**src/rtl/atu_pkg.sv**
```systemverilog
package atu_pkg;
    typedef enum logic [0:0] {
        ST_IDLE     = 1'b0,
        ST_REDIRECT = 1'b1
    } atu_state_e;

    function automatic logic [31:0] keep_mask(input int ce_pos, input int me_pos, input int de_pos);
        logic [31:0] m;
        m = '0;
        m[ce_pos] = 1'b1;
        m[me_pos] = 1'b1;
        m[de_pos] = 1'b1;
        return m;
    endfunction
endpackage

```
**src/rtl/atu_ctrl.sv**
```systemverilog
module atu_ctrl
    import atu_pkg::*;
(
    input  logic clk,
    input  logic rst,
    input  logic take_i,
    output logic capture_o,
    output logic squash_o,
    output logic redirect_o
);
    atu_state_e state_q, state_d;

    always_ff @(posedge clk) begin
        if (rst) state_q <= ST_IDLE;
        else     state_q <= state_d;
    end

    always_comb begin
        state_d = state_q;
        unique case (state_q)
            ST_IDLE:     if (take_i) state_d = ST_REDIRECT;
            ST_REDIRECT: state_d = take_i ? ST_REDIRECT : ST_IDLE;
            default:     state_d = ST_IDLE;
        endcase
    end

    always_comb begin
        capture_o  = take_i;
        squash_o   = take_i;
        redirect_o = (state_q == ST_REDIRECT);
    end

    AST_REDIRECT_FOLLOWS_TAKE: assert property (@(posedge clk) disable iff (rst)
        take_i |=> redirect_o);
    AST_REDIRECT_HAS_CAUSE: assert property (@(posedge clk) disable iff (rst)
        redirect_o |-> $past(take_i));
endmodule

```
**src/rtl/atu_msr_filter.sv**
```systemverilog
module atu_msr_filter #(
    parameter int          MSR_W = 32,
    parameter logic [31:0] KEEP  = 32'h0
) (
    input  logic [MSR_W-1:0] msr_i,
    output logic [MSR_W-1:0] msr_o
);
    for (genvar b = 0; b < MSR_W; b++) begin : g_bit
        if (KEEP[b]) begin : g_keep
            assign msr_o[b] = msr_i[b];
        end else begin : g_clear
            assign msr_o[b] = 1'b0;
        end
    end
endmodule

```
**src/rtl/atu_vector_gen.sv**
```systemverilog
module atu_vector_gen #(
    parameter int PFX_W  = 16,
    parameter int OFS_W  = 12,
    parameter int ZERO_W = 4,
    localparam int TGT_W = PFX_W + OFS_W + ZERO_W
) (
    input  logic [PFX_W-1:0] prefix_i,
    input  logic [OFS_W-1:0] offset_i,
    output logic [TGT_W-1:0] target_o
);
    assign target_o = {prefix_i, offset_i, {ZERO_W{1'b0}}};
endmodule

```
**src/rtl/align_trap_unit.sv**
```systemverilog
module align_trap_unit
    import atu_pkg::*;
#(
    parameter int ADDR_W = 32,
    parameter int MSR_W  = 32,
    parameter int PFX_W  = 16,
    parameter int OFS_W  = 12,
    parameter int ZERO_W = 4,
    parameter int CE_BIT = 17,
    parameter int ME_BIT = 12,
    parameter int DE_BIT = 9
) (
    input  logic                          clk,
    input  logic                          rst,
    input  logic                          take_i,
    input  logic [ADDR_W-1:0]             inst_ea_i,
    input  logic [ADDR_W-1:0]             data_ea_i,
    input  logic [MSR_W-1:0]              msr_i,
    input  logic [PFX_W-1:0]              vec_prefix_i,
    input  logic [OFS_W-1:0]              vec_offset_i,
    output logic                          squash_o,
    output logic [ADDR_W-1:0]             saved_pc_o,
    output logic [MSR_W-1:0]              saved_msr_o,
    output logic [ADDR_W-1:0]             fault_addr_o,
    output logic [MSR_W-1:0]              msr_o,
    output logic                          redirect_o,
    output logic [PFX_W+OFS_W+ZERO_W-1:0] target_o
);
    localparam int          TGT_W = PFX_W + OFS_W + ZERO_W;
    localparam logic [31:0] KEEP  = keep_mask(CE_BIT, ME_BIT, DE_BIT);

    logic             capture;
    logic [MSR_W-1:0] msr_filt;
    logic [TGT_W-1:0] tgt_next;

    atu_ctrl u_ctrl (
        .clk        (clk),
        .rst        (rst),
        .take_i     (take_i),
        .capture_o  (capture),
        .squash_o   (squash_o),
        .redirect_o (redirect_o)
    );

    atu_msr_filter #(.MSR_W(MSR_W), .KEEP(KEEP)) u_filter (
        .msr_i (msr_i),
        .msr_o (msr_filt)
    );

    atu_vector_gen #(.PFX_W(PFX_W), .OFS_W(OFS_W), .ZERO_W(ZERO_W)) u_vec (
        .prefix_i (vec_prefix_i),
        .offset_i (vec_offset_i),
        .target_o (tgt_next)
    );

    always_ff @(posedge clk) begin
        if (rst) begin
            saved_pc_o   <= '0;
            saved_msr_o  <= '0;
            fault_addr_o <= '0;
            msr_o        <= '0;
            target_o     <= '0;
        end else if (capture) begin
            saved_pc_o   <= inst_ea_i;
            saved_msr_o  <= msr_i;
            fault_addr_o <= data_ea_i;
            msr_o        <= msr_filt;
            target_o     <= tgt_next;
        end
    end

    AST_PC_CAPTURE: assert property (@(posedge clk) disable iff (rst)
        take_i |=> saved_pc_o == $past(inst_ea_i));
    AST_MSR_SAVE: assert property (@(posedge clk) disable iff (rst)
        take_i |=> saved_msr_o == $past(msr_i));
    AST_MSR_CLEARED: assert property (@(posedge clk) disable iff (rst)
        take_i |=> (msr_o & ~KEEP[MSR_W-1:0]) == '0);
    AST_FAULT_ADDR: assert property (@(posedge clk) disable iff (rst)
        take_i |=> fault_addr_o == $past(data_ea_i));
    AST_TARGET_LOW_ZERO: assert property (@(posedge clk) disable iff (rst)
        take_i |=> target_o[ZERO_W-1:0] == '0);
    AST_HOLD_NO_TAKE: assert property (@(posedge clk) disable iff (rst)
        !take_i |=> $stable(saved_pc_o) && $stable(saved_msr_o) && $stable(fault_addr_o)
                    && $stable(msr_o) && $stable(target_o));
endmodule

```
**config.mk**
```make
export PLATFORM = sky130hd
export DESIGN_NAME = align_trap_unit
export DESIGN_NICKNAME = d
export VERILOG_FILES = /design/src/rtl/atu_pkg.sv /design/src/rtl/atu_ctrl.sv /design/src/rtl/atu_msr_filter.sv /design/src/rtl/atu_vector_gen.sv /design/src/rtl/align_trap_unit.sv
export SDC_FILE = /design/constraint.sdc
export NUM_CORES = 1
export LEC_CHECK = 0
export BUFFER_PORTS_ARGS = -buffer_cell sky130_fd_sc_hd__buf_2
export CAP_MARGIN = 30
export CELL_PAD_IN_SITES_DETAIL_PLACEMENT = 0
export CELL_PAD_IN_SITES_GLOBAL_PLACEMENT = 2
export CORE_MARGIN = 4
export CORE_UTILIZATION = 28
export DETAILED_ROUTE_END_ITERATION = 10
export PLACE_DENSITY = 0.82
export SYNTH_ARGS = -nofsm -noshare
export SYNTH_HDL_FRONTEND = slang
export SYNTH_HIERARCHICAL = 1
export SYNTH_SLANG_ARGS = --single-unit
```
**constraint.sdc**
```tcl
create_clock -name clk -period 1.48 [get_ports clk]
set_clock_uncertainty 0.2 [all_clocks]
set_input_delay 0.296 -clock clk [delete_from_list [all_inputs] [get_ports clk]]
set_output_delay 0.296 -clock clk [all_outputs]
set_load 0.05 [all_outputs]
```
== After elaboration in Yosys (flattened, before gate mapping) ==
Index checks and enable logic that the tools add are counted.

* Magnitude comparators: 0
* Bitwise logic cells: 0
* Div/mod/pow operators: 0
* Multiply operators: 0
* Reduce and logical (&&, ||, !) cells: 0
* Mux-type cells: 1
* Add/subtract/negate cells: 0
* Shift-type cells: 0
* Equality and inequality tests: 0

{| class="wikitable"
|+ Operators by type and width
! kind !! count
|-
| 2-to-1 mux 1 bit || 1
|}

* Latch bits: 0
* RAM bits: 0
* Word-level logic and storage cells: 7
* Memories: 0
* Register bits after elaboration: 128
* Output and inout port bits: 162
* Bits of input ports: 127
* Bits in read-only memories: 0

== Logic depth before layout (Yosys ltp) ==
* Depth in word-level cells: 1
* Gate-level depth with buffers: 6
* Depth with buffers taken out: 2

== Modules after synthesis ==
The synthesis kept the hierarchy.

{| class="wikitable"
|+ Modules (own cells, without submodules)
! module !! times used !! cells an instance !! sequential area each (µm²) !! area an instance (µm²)
|-
| align_trap_unit || 1 || 516 || 3203.1 || 5693.0
|-
| atu_msr_filter || 1 || 33 || 0.0 || 244.0
|-
| atu_vector_gen || 1 || 33 || 0.0 || 244.0
|-
| atu_ctrl || 1 || 4 || 20.0 || 48.8
|}

== Least setup slack after synthesis ==
OpenSTA, ideal clock, no wires.

* Kind: input to register
* Start point: input port take_i
* End point: register fault_addr_o[10]
* Slack: 0.109 ns
* Buffers on the path: 4
* Cell stages on the path: 6
* Required time: 1.152 ns
* Library setup time: 0.128 ns
* Data arrival time: 1.043 ns
* Path through: buf_4 -> buf_4 -> buf_8 -> buf_8 -> mux2i_1 -> nor2_1

{| class="wikitable"
|+ RTL lines
! what !! RTL line !! RTL
|-
| start: declaration || align_trap_unit.sv:15 || <nowiki>input logic take_i,</nowiki>
|-
| end signal: assignment || align_trap_unit.sv:66 || <nowiki>fault_addr_o <= data_ea_i;</nowiki>
|-
| end: declaration || align_trap_unit.sv:24 || <nowiki>output logic [ADDR_W-1:0] fault_addr_o,</nowiki>
|}

== Worst setup path in the final report ==
* Start point: register saved_pc_o[31]
* End point: output port saved_pc_o[31]

{| class="wikitable"
|+ RTL lines
! what !! RTL line !! RTL
|-
| start: declaration || align_trap_unit.sv:22 || <nowiki>output logic [ADDR_W-1:0] saved_pc_o,</nowiki>
|-
| start signal: assignment || align_trap_unit.sv:64 || <nowiki>saved_pc_o <= inst_ea_i;</nowiki>
|}

No word-level cell between the ends.

==> parameters.txt <==
Parameter                              Value

Critical path
  Top cell family by delay on the critical path ... flip-flops
  Number of buffers and inverters on the critical path ... 1
  Cells along the critical path ... buf_6
  Depth of the most critical reg-to-reg path ... 2
  Startpoint type of the worst setup path ... register
  CP Class ... reg2out
  Critical Path Fanout Max ... 2
  Req. time, crit path ... 0.98 ns
  Stage delay of the slowest cell on the critical path ... 0.36 ns
  Data arrival time of the critical path ... 0.95 ns
  Slowest library cell on the worst path ... dfxtp_1
  Critical Path Stages ... 1
  Category of the worst setup path capture point ... primary output

GRT
  Vias in the first global route ... 5078
  Pin count of the biggest net entering global routing ... 80
  Grt peak-use layer ... met2
  First-pass GRT wire length ... 26300 µm
  Global routing met2 resource utilization ... 0.222
  Remaining global-route overflow ... 0
  Global routing usage on met1 ... 0.156
  Met3 usage in global routing ... 0.0564
  Number of antenna violations at the first check in global routing ... 0
  Total global routing track utilization ... 0.132

Synth
  Post-synthesis area per instance ... 10.6 µm²
  YS warnings ... 6
  Portion of the post-synthesis area used by sequential elements ... 0.517
  Gate Count Post-Synth ... 586
  Yosys cell types ... 10
  Dominant combinational cell family by area after synthesis ... multiplexers
  Post-synthesis register bit count ... 161
  Xor/xnor share of the synthesized area ... 0
  Post-synth design cell area ... 6230 µm²
  Adder and majority gate portion of the synthesized area ... 0
  Multiplexer share of the synthesized area ... 0.257
  Simple-gate share of the synthesized area ... 0.0986
  Post-synthesis compound-gate area fraction ... 0

Timing
  Worst setup slack after layout ... 0.0303 ns
  Setup TNS ... 0 ns
  Total count of hold-check failures in the final report ... 0
  Final period util ... 0.980
  Setup violations, final ... 0
  Slew Limit Fails ... 0
  F_max ... 0.690 GHz
  Period minus WS final ... 1.45 ns
  Worst hold slack after final layout ... 0.119 ns

Pwr
  Maximum vdd ir drop ... 0.638 mV
  Leakage power total ... 5.09 nW
  Pwr per Cell Area ... 1120 nW/µm²

Hold path
  Depth of the worst hold-timing path ... 3
  Class of the tightest hold or removal check ... in2reg

Floorplanning
  Core ar. ... 21800 µm²
  Number of core rows ... 54
  I/O pin count ... 289
  Die outline width ... 157 µm
  Die Span Y ... 157 µm
  DIE AREA ... 24700 µm²
  Starting Density ... 0.285

Routing
  Total number of vias ... 5100
  Initial drt markers ... 155
  Per-cell via count in the routed design ... 4.07
  1st-pass router iterations ... 4
  Residual antenna-violating net count after detailed routing ... 0
  Post-detailed-route DRC marker count ... 0
  Wire length per cell after detailed routing ... 14.2 µm
  Aggregate routed wire length ... 17800 µm

Clock network
  CTS tree ... yes
  Clock buffer depth ... 2
  CTS root buf ... clkbuf_16
  CTS sink cnt ... 161
  Number of H-tree levels ... 4
  Clock buffers created by TritonCTS ... 17
  Source-to-sink clock delay at the later pin of the worst-skew pair ... 0.41 ns
  Clock input transition at the sequential cells of the worst setup and hold paths ... 0.07 ns
  Setup bufs post-CTS ... 0

Placement
  RD Place Congestion ... 0.707
  PortBufs ... 288
  DP Wirelength ... 11000 µm
  Total instance count after detailed placement ... 1096
  Setup Slack @ Placement ... 0.0502 ns

Cells and area
  Final net count ... 1086
  Final Non-Filler Cells ... 1252
  Antenna cell count ... 0
  Utilization after layout ... 0.479
  Fillers ... 1985
  Signed area change from the synthesized netlist to the final layout ... 67.9%
  Fraction of layout instances using a drive strength above 1 ... 0.442

Status
  Outcome ... finished clean

Job
  Reported max-cap violation count ... 0
## per-stage QoR
stage / power (mW) / instance area (µm²)
after global routing: 12.3 / 10500
after CTS: 11.8 / 9900
after floorplan: 6.41 / 6350
final: 11.8 / 10500
after global placement: 6.81 / 7530
after detailed placement: 6.82 / 7530
## cell families after synthesis
| kind of cell | count (synthesis) |
|---|---|
| buffers and inverters | 102 |
| AND/OR/NAND/NOR | 161 |
| flip-flops | 161 |
| other | 2 |
| multiplexers | 160 |
## Yosys cell counts, drive strengths merged
library cell | n | area (µm²)
buf | 89 | 734
mux2i | 160 | 1600
nor2b | 1 | 13.8
nor2 | 160 | 601
dfxtp | 161 | 3220
clkbuf | 13 | 48.8
conb | 2 | 7.51
## final cells by class
cell class | count | area, µm² | share of cell area
timing repair buffer | 425 | 3840 | 0.367
sequential | 161 | 3340 | 0.320
multi-input combinational | 354 | 2340 | 0.224
clock buffer | 18 | 439 | 0.0420
tap | 280 | 350 | 0.0335
clock inverter | 14 | 148 | 0.0141
## layout by cell type (no fill, tap or decap)
| cell | synthesis | layout |
|---|---|---|
| clkinv_2 | 0 | 1 |
| mux2i_1 | 160 | 160 |
| buf_6 | 0 | 156 |
| dfxtp_2 | 0 | 96 |
| clkbuf_16 | 0 | 17 |
| nor2b_4 | 1 | 1 |
| clkinvlp_4 | 0 | 2 |
| dlygate4sd3_1 | 0 | 124 |
| buf_12 | 0 | 5 |
| dfxtp_1 | 161 | 65 |
| buf_4 | 73 | 14 |
| buf_2 | 2 | 125 |
| inv_6 | 0 | 2 |
| inv_8 | 0 | 4 |
| conb_1 | 2 | 33 |
| clkinv_4 | 0 | 4 |
| bufinv_16 | 0 | 1 |
| nor2_1 | 160 | 160 |
| clkbuf_8 | 0 | 2 |
## where the power goes
group          switching (mW)  total [mW]  leakage (nW)  internal [mW]
Combinational            1.49        2.59          3.44           1.10
Clock                    1.95        4.37         0.285           2.43
Sequential              0.183        4.81          1.36           4.63
## state kept, by name, summed over array words and instances, names as in the netlist
name               count
fault_addr_o          32
msr_o                 32
saved_msr_o           32
saved_pc_o            32
target_o              32
u_ctrl/redirect_o      1
## path summary, 6_finish.rpt
path / start / end / slack, ns
worst max-delay path: saved_pc_o[31]$_SDFFE_PP0P_ / saved_pc_o[31] / 0.03
worst min-delay path: take_i / target_o[20]$_SDFFE_PP0P_ / 0.12
worst max register to register: target_o[5]$_SDFFE_PP0P_ / target_o[5]$_SDFFE_PP0P_ / 0.56
worst min register to register: saved_pc_o[21]$_SDFFE_PP0P_ / saved_pc_o[21]$_SDFFE_PP0P_ / 0.30
## what timing repair did
item | CTS | global route
gates resized for setup | 203 | 210
endpoints found under the hold margin | 127 | 0
cloned | 0 | 0
hold buffers | 124 | 0
pin swaps | 0 | 0
endpoints found under the setup margin | 161 | 149
## per-layer routing
| metal | up-vias | share of wire |
|---|---|---|
| li1 | 2560 | - |
| met1 | 2320 | 0.41 |
| met2 | 200 | 0.48 |
| met3 | 20 | 0.098 |
| met4 | 0 | 0.015 |
| met5 | - | 0 |
No activity file was read; power rests on OpenSTA's default activity.
